<file path="src/rtl/adccap_pkg.sv">
package adccap_pkg;
    typedef enum logic [2:0] {
        ST_IDLE,
        ST_CONV,
        ST_WAIT,
        ST_DONE,
        ST_FAIL
    } cap_state_t;

    typedef enum logic [1:0] {
        FC_NONE,
        FC_TMO,
        FC_SHORT
    } fail_cause_t;
endpackage

</file>
<file path="src/rtl/cap_sync.sv">
module cap_sync #(
    parameter int W = 3
) (
    input  logic         clk,
    input  logic         rst_n,
    input  logic [W-1:0] d,
    output logic [W-1:0] q
);
    logic [W-1:0] meta;

    for (genvar i = 0; i < W; i++) begin : g_bit
        always_ff @(posedge clk or negedge rst_n) begin
            if (!rst_n) begin
                meta[i] <= 1'b0;
                q[i]    <= 1'b0;
            end else begin
                meta[i] <= d[i];
                q[i]    <= meta[i];
            end
        end
    end
endmodule

</file>
<file path="src/rtl/cap_shift.sv">
module cap_shift #(
    parameter int NBITS = 12
) (
    input  logic                         clk,
    input  logic                         rst_n,
    input  logic                         clr,
    input  logic                         en,
    input  logic                         stb,
    input  logic                         din,
    output logic [NBITS-1:0]             word,
    output logic [$clog2(NBITS+1)-1:0]   cnt
);
    localparam int CW = $clog2(NBITS + 1);
    localparam logic [CW-1:0] FULL = CW'(NBITS);

    always_ff @(posedge clk or negedge rst_n) begin
        if (!rst_n) begin
            word <= '0;
            cnt  <= '0;
        end else if (clr) begin
            word <= '0;
            cnt  <= '0;
        end else if (en && stb && cnt != FULL) begin
            word <= {word[NBITS-2:0], din};
            cnt  <= cnt + 1'b1;
        end
    end

    // never more than NBITS bits per conversion
    a_r4_count_cap: assert property (@(posedge clk) disable iff (!rst_n)
        cnt <= FULL);
endmodule

</file>
<file path="src/rtl/adc_serial_cap.sv">
module adc_serial_cap
    import adccap_pkg::*;
#(
    parameter int NBITS     = 12,
    parameter int PULSE_CYC = 8,
    parameter int BUSY_TMO  = 3000,
    parameter int THRU_CYC  = 3200
) (
    input  logic             clk,
    input  logic             rst_n,
    input  logic             start,
    input  logic             busy,
    input  logic             dclk,
    input  logic             sdata,
    output logic             conv_n,
    output logic             cs_n,
    output logic [NBITS-1:0] word,
    output logic             tag,
    output logic             word_valid,
    output logic             first_invalid,
    output logic             err_short,
    output logic             err_timeout
);
    localparam int CW = $clog2(NBITS + 1);
    localparam int PW = $clog2(PULSE_CYC + 1);
    localparam int TW = $clog2(BUSY_TMO + 1);
    localparam int GW = $clog2(THRU_CYC + 1);
    localparam logic [CW-1:0] FULL   = CW'(NBITS);
    localparam logic [PW-1:0] P_LAST = PW'(PULSE_CYC - 1);
    localparam logic [TW-1:0] T_LAST = TW'(BUSY_TMO - 1);
    localparam logic [GW-1:0] G_LOAD = GW'(THRU_CYC - 1);

    cap_state_t  state_q, state_d;
    fail_cause_t cause_q;

    logic [2:0]       sync_q;
    logic [1:0]       edge_q;
    logic             busy_rise, dclk_rise, sd_s;
    logic [PW-1:0]    pulse_cnt;
    logic [TW-1:0]    wait_cnt;
    logic [GW-1:0]    gap_cnt;
    logic [NBITS-1:0] sh_word;
    logic [CW-1:0]    bit_cnt;
    logic             launch, first_pend;

    cap_sync #(.W(3)) u_sync (
        .clk  (clk),
        .rst_n(rst_n),
        .d    ({busy, dclk, sdata}),
        .q    (sync_q)
    );

    always_ff @(posedge clk or negedge rst_n) begin
        if (!rst_n) edge_q <= 2'b00;
        else        edge_q <= sync_q[2:1];
    end

    assign busy_rise = sync_q[2] & ~edge_q[1];
    assign dclk_rise = sync_q[1] & ~edge_q[0];
    assign sd_s      = sync_q[0];
    assign launch    = (state_q == ST_IDLE) && (state_d == ST_CONV);

    cap_shift #(.NBITS(NBITS)) u_shift (
        .clk  (clk),
        .rst_n(rst_n),
        .clr  (launch),
        .en   ((state_q == ST_CONV) || (state_q == ST_WAIT)),
        .stb  (dclk_rise),
        .din  (sd_s),
        .word (sh_word),
        .cnt  (bit_cnt)
    );

    // next-state logic
    always_comb begin
        state_d = state_q;
        unique case (state_q)
            ST_IDLE: if (start && gap_cnt == '0) state_d = ST_CONV;
            ST_CONV: if (pulse_cnt == P_LAST)    state_d = ST_WAIT;
            ST_WAIT: begin
                if (busy_rise)                   state_d = (bit_cnt == FULL) ? ST_DONE : ST_FAIL;
                else if (wait_cnt == T_LAST)     state_d = ST_FAIL;
            end
            ST_DONE: state_d = ST_IDLE;
            ST_FAIL: state_d = ST_IDLE;
            default: state_d = ST_IDLE;
        endcase
    end

    // state register and its counters
    always_ff @(posedge clk or negedge rst_n) begin
        if (!rst_n) begin
            state_q    <= ST_IDLE;
            cause_q    <= FC_NONE;
            pulse_cnt  <= '0;
            wait_cnt   <= '0;
            gap_cnt    <= '0;
            word       <= '0;
            tag        <= 1'b0;
            first_pend <= 1'b1;
        end else begin
            state_q   <= state_d;
            pulse_cnt <= (state_q == ST_CONV) ? pulse_cnt + 1'b1 : '0;
            wait_cnt  <= (state_q == ST_WAIT) ? wait_cnt + 1'b1 : '0;
            if (launch)              gap_cnt <= G_LOAD;
            else if (gap_cnt != '0)  gap_cnt <= gap_cnt - 1'b1;
            if (state_q == ST_WAIT && state_d == ST_FAIL)
                cause_q <= busy_rise ? FC_SHORT : FC_TMO;
            if (state_q == ST_WAIT && state_d == ST_DONE) begin
                word <= sh_word;
                tag  <= sd_s;
            end
            if (state_q == ST_DONE) first_pend <= 1'b0;
        end
    end

    // outputs decoded from the state
    always_comb begin
        conv_n        = 1'b1;
        cs_n          = 1'b1;
        word_valid    = 1'b0;
        first_invalid = 1'b0;
        err_short     = 1'b0;
        err_timeout   = 1'b0;
        unique case (state_q)
            ST_CONV: begin
                conv_n = 1'b0;
                cs_n   = 1'b0;
            end
            ST_DONE: begin
                word_valid    = 1'b1;
                first_invalid = first_pend;
            end
            ST_FAIL: begin
                err_short   = (cause_q == FC_SHORT);
                err_timeout = (cause_q == FC_TMO);
            end
            default: ;
        endcase
    end

    // pulse never outlives its programmed width
    a_r1_pulse_bound: assert property (@(posedge clk) disable iff (!rst_n)
        (state_q == ST_CONV) |-> (pulse_cnt < PW'(PULSE_CYC)));
    // a new convert pulse only after the interval has run out
    a_r2_gap_elapsed: assert property (@(posedge clk) disable iff (!rst_n)
        $fell(conv_n) |-> ($past(gap_cnt) == '0));
    // valid is a single-cycle pulse
    a_r5_valid_single: assert property (@(posedge clk) disable iff (!rst_n)
        word_valid |=> !word_valid);
    // a word is only presented with all bits captured
    a_r5_full_word: assert property (@(posedge clk) disable iff (!rst_n)
        word_valid |-> (bit_cnt == FULL));
    // waiting never exceeds the timeout window
    a_r9_wait_bound: assert property (@(posedge clk) disable iff (!rst_n)
        (state_q == ST_WAIT) |-> (wait_cnt < TW'(BUSY_TMO)));
endmodule

</file>
<file path="config.mk">
export PLATFORM = sky130hd
export DESIGN_NAME = adc_serial_cap
export DESIGN_NICKNAME = d
export VERILOG_FILES = /design/src/rtl/adccap_pkg.sv /design/src/rtl/cap_sync.sv /design/src/rtl/cap_shift.sv /design/src/rtl/adc_serial_cap.sv
export SDC_FILE = /design/constraint.sdc
export NUM_CORES = 1
export LEC_CHECK = 0
export BUFFER_PORTS_ARGS = -buffer_cell sky130_fd_sc_hd__buf_2
export CAP_MARGIN = 20
export CORE_ASPECT_RATIO = 1.75
export CORE_MARGIN = 4
export CORE_UTILIZATION = 50
export DETAILED_ROUTE_END_ITERATION = 10
export PLACE_DENSITY = 0.65
export SLEW_MARGIN = 20
export SYNTH_ARGS = -nofsm -noshare
export SYNTH_HDL_FRONTEND = slang
export SYNTH_SLANG_ARGS = --single-unit
</file>
<file path="constraint.sdc">
create_clock -name clk -period 2.1 [get_ports clk]
set_input_delay 0.42 -clock clk [delete_from_list [all_inputs] [get_ports clk]]
set_output_delay 0.42 -clock clk [all_outputs]
set_load 0.02 [all_outputs]
</file>
==> flow_metrics.tcl <==
set metrics [dict create \
    first_pass_iters 4 \
    status "completed" \
    yosysSeqAreaShare_pct 57.2 \
    reg2reg_to "gap_cnt[2]$_DFFE_PN0P_" \
    setup.worst_path.end_class "register" \
    tritoncts "done" \
    ys_warn_count 0 \
    finalWirelength_um 5510 \
    fin_skew_ps 9.15 \
    setup_viol 0 \
    required_ps 2320 \
    cts.clk_slew.worst_paths_ps 70 \
    start_kind "register" \
    syn2layout_area_growth_pct 15.1 \
    post_cts_buffers 0 \
    pin_count 25 \
    num_vias 2063 \
    maxSlewHeadroom_pct 65.0 \
    synth_compound_area_share_pct 3.46 \
    powerDensity_mw_per_mm2 695 \
    nNetsFinal 319 \
    dieArea_mm2 0.00760 \
    critPathMaxFanout 5 \
    clock-sinks 71 \
    grt_max_degree 72 \
    syn_area_mm2 0.00311 \
    avgRoutedWirePerCell_um 14.2 \
    drive_gt1_share_pct 22.8 \
    min_period_over_period_pct 91.8 \
    grt_overflow 0 \
    synth-main-ff-cell "dfrtp_1" \
    cts_max_level 3 \
    p_leak_nw 1.70 \
    avgSynthCellArea_um2 11.6 \
    yosysMostFrequentCell "dfrtp_1" \
    hpwl_um 3710 \
    cts_root_buffer "clkbuf_8" \
    arrival_ps 2150 \
    synth_top_family_by_area "simple AND/OR/NAND/NOR gates" \
    synthCells 267 \
    yosys.area_share.adder_pct 2.41 \
    start_util_pct 52.1 \
    cts-hold-fix-buffers 0 \
    core_mm2 0.00597 \
    cts_buffers 9 \
    synth-xor-area-share_pct 4.79 \
    crit_type "reg2reg" \
    synth_top_cell_by_area "dfrtp_1" \
    min_path_type "in2async" \
    drcViolationCount 0 \
    clock_path_buffers 2 \
    synth_common_cells "dfrtp_1 (70), nor2_1 (36), mux2i_1 (16), nand3_1 (14), mux2_2 (13)" \
    hold_ws_ps 81.5 \
    grt_antenna_before_repair 0 \
    slew_viol_final 0 \
    viasPerCell 5.30 \
    maxCapViolCount 0 \
    rows 37 \
    syn-num-nets 279 \
    grt_usage_pct 16.7 \
    rsz0062_at_grt "no" \
    synth_mux_area_share_pct 9.86 \
    gp_congestion 0.775 \
    die_h_um 112 \
    synth_edf_count 0 \
    synth.distinct_cells 42 \
    clk_latency_ps 350 \
    synth_top_area_share_pct 56.3 \
    timing.rr.start "gap_cnt[0]$_DFFE_PN0P_" \
    finalHoldViolCount 0 \
    grt_pass1_wl_um 9580 \
    antenna_left 0 \
    yosys.area_share.simple_pct 19.0 \
    grt_pass1_vias 2098 \
    fin_setup_tns_ps 0 \
    n_antenna_cell 0 \
    drt-initial-drc-count 92 \
    period_minus_slack_ps 1930 \
    synth.area.top_cells "dfrtp_1 (56%), mux2i_1 (5.1%), mux2_2 (4.7%)" \
    portBuffers 24 \
    die_x_um 67.6 \
    reg2reg_depth 6 \
    clock.fmax_mhz 519 \
    vdd_drop_max_mv 0.547 \
    worstMarginPinSlew_ps 523 \
    rrSetupSlack_ps 170 \
    async_flop_share_pct 100 \
    ys_seq_elements 71 \
]
## worst max path at each step
stage                      startpoint  cells past startpoint  slack (ps)                    endpoint
6_report       gap_cnt[0]$_DFFE_PN0P_                      6         170      gap_cnt[2]$_DFFE_PN0P_
5_1_grt        gap_cnt[0]$_DFFE_PN0P_                      6          20      gap_cnt[2]$_DFFE_PN0P_
4_1_cts          state_q[1]$_DFF_PN0_                      3          40                      conv_n
3_5_place_dp   gap_cnt[0]$_DFFE_PN0P_                      6         130      gap_cnt[2]$_DFFE_PN0P_
3_3_place_gp   gap_cnt[0]$_DFFE_PN0P_                      7         220      gap_cnt[1]$_DFFE_PN0P_
2_1_floorplan  gap_cnt[4]$_DFFE_PN0P_                      6         220  u_shift.cnt[0]$_DFFE_PN0P_
## where the power goes
part / internal [W] / total [W] / switching [W]
registers: 0.00137 / 0.00138 / 0.00000313
clock network: 0.000576 / 0.00107 / 0.000492
logic: 0.0000109 / 0.0000434 / 0.0000325
## registers in the layout, summed over array words and instances (netlist names)
signal	cells
first_pend	1
gap_cnt	12
u_shift.word	12
u_shift.cnt	4
wait_cnt	12
cause_q	2
u_sync.meta	3
state_q	3
word	12
u_sync.q	3
edge_q	2
tag	1
pulse_cnt	4
## critical path, cell delays in order (launching register included)
cell and delay (ps):
dfrtp_1 390, inv_1 110, ha_1 160, nor4b_1 410, nand4_1 340, a32oi_1 270, o21ai_0 110
## cells by family after synthesis
group / count (synthesis)
AND/OR/NAND/NOR: 107
flip-flops: 71
multiplexers: 29
buffers and inverters: 19
AO/OA/AOI/OAI: 18
XOR/XNOR: 17
adder cells (fa/ha/maj): 6
## cell type report
cell class / count / area, µm²
multi-input cells: 177 / 1230
flip-flops and latches: 71 / 1780
fillers: 499 / 2390
clock buffers: 12 / 145
well taps: 78 / 97.6
clock inverters: 3 / 43.8
repair buffers: 37 / 243
inverters: 11 / 41.3
## placed cells by master (no fill, tap or decap), types with 3 or more instances in the layout
| master | instances |
|---|---|
| nor4_1 | 5 |
| a21oi_1 | 6 |
| buf_4 | 11 |
| nand3_1 | 14 |
| mux2i_1 | 16 |
| nand2_1 | 10 |
| mux2_2 | 13 |
| inv_1 | 11 |
| xnor2_1 | 12 |
| nor2b_1 | 3 |
| nand4_1 | 3 |
| dfrtp_1 | 70 |
| nor3b_1 | 3 |
| or3_1 | 4 |
| o21ai_0 | 7 |
| clkbuf_8 | 10 |
| nor2_1 | 36 |
| and2_1 | 3 |
| ha_1 | 6 |
| buf_2 | 24 |
| xor2_1 | 5 |
| nor3_1 | 9 |
## timing repair
item,in CTS,in global routing
endpoints found under the hold margin,0,0
resized for setup,0,1
endpoints found under the setup margin,0,2
## through the flow
stage	setup slack (ps)	instance area [µm²]	util, %	total power, W	cells
CTS	36.5	3580	59.9	0.00252	389
global route	23.8	3580	59.9	0.00258	389
detailed placement	128	3390	56.7	0.00145	374
global placement	223	3390	56.7	0.00145	374
finish	172	3580	59.9	0.00249	389
floorplan	216	3110	-	0.00141	267
## metal layers
metal	share of wire, %	track usage (%)
met4	2.1	7.72
met1	41	19.7
met2	53	27.1
met5	0	0
met3	3.3	5.01
(Power assumes the default switching activity.)
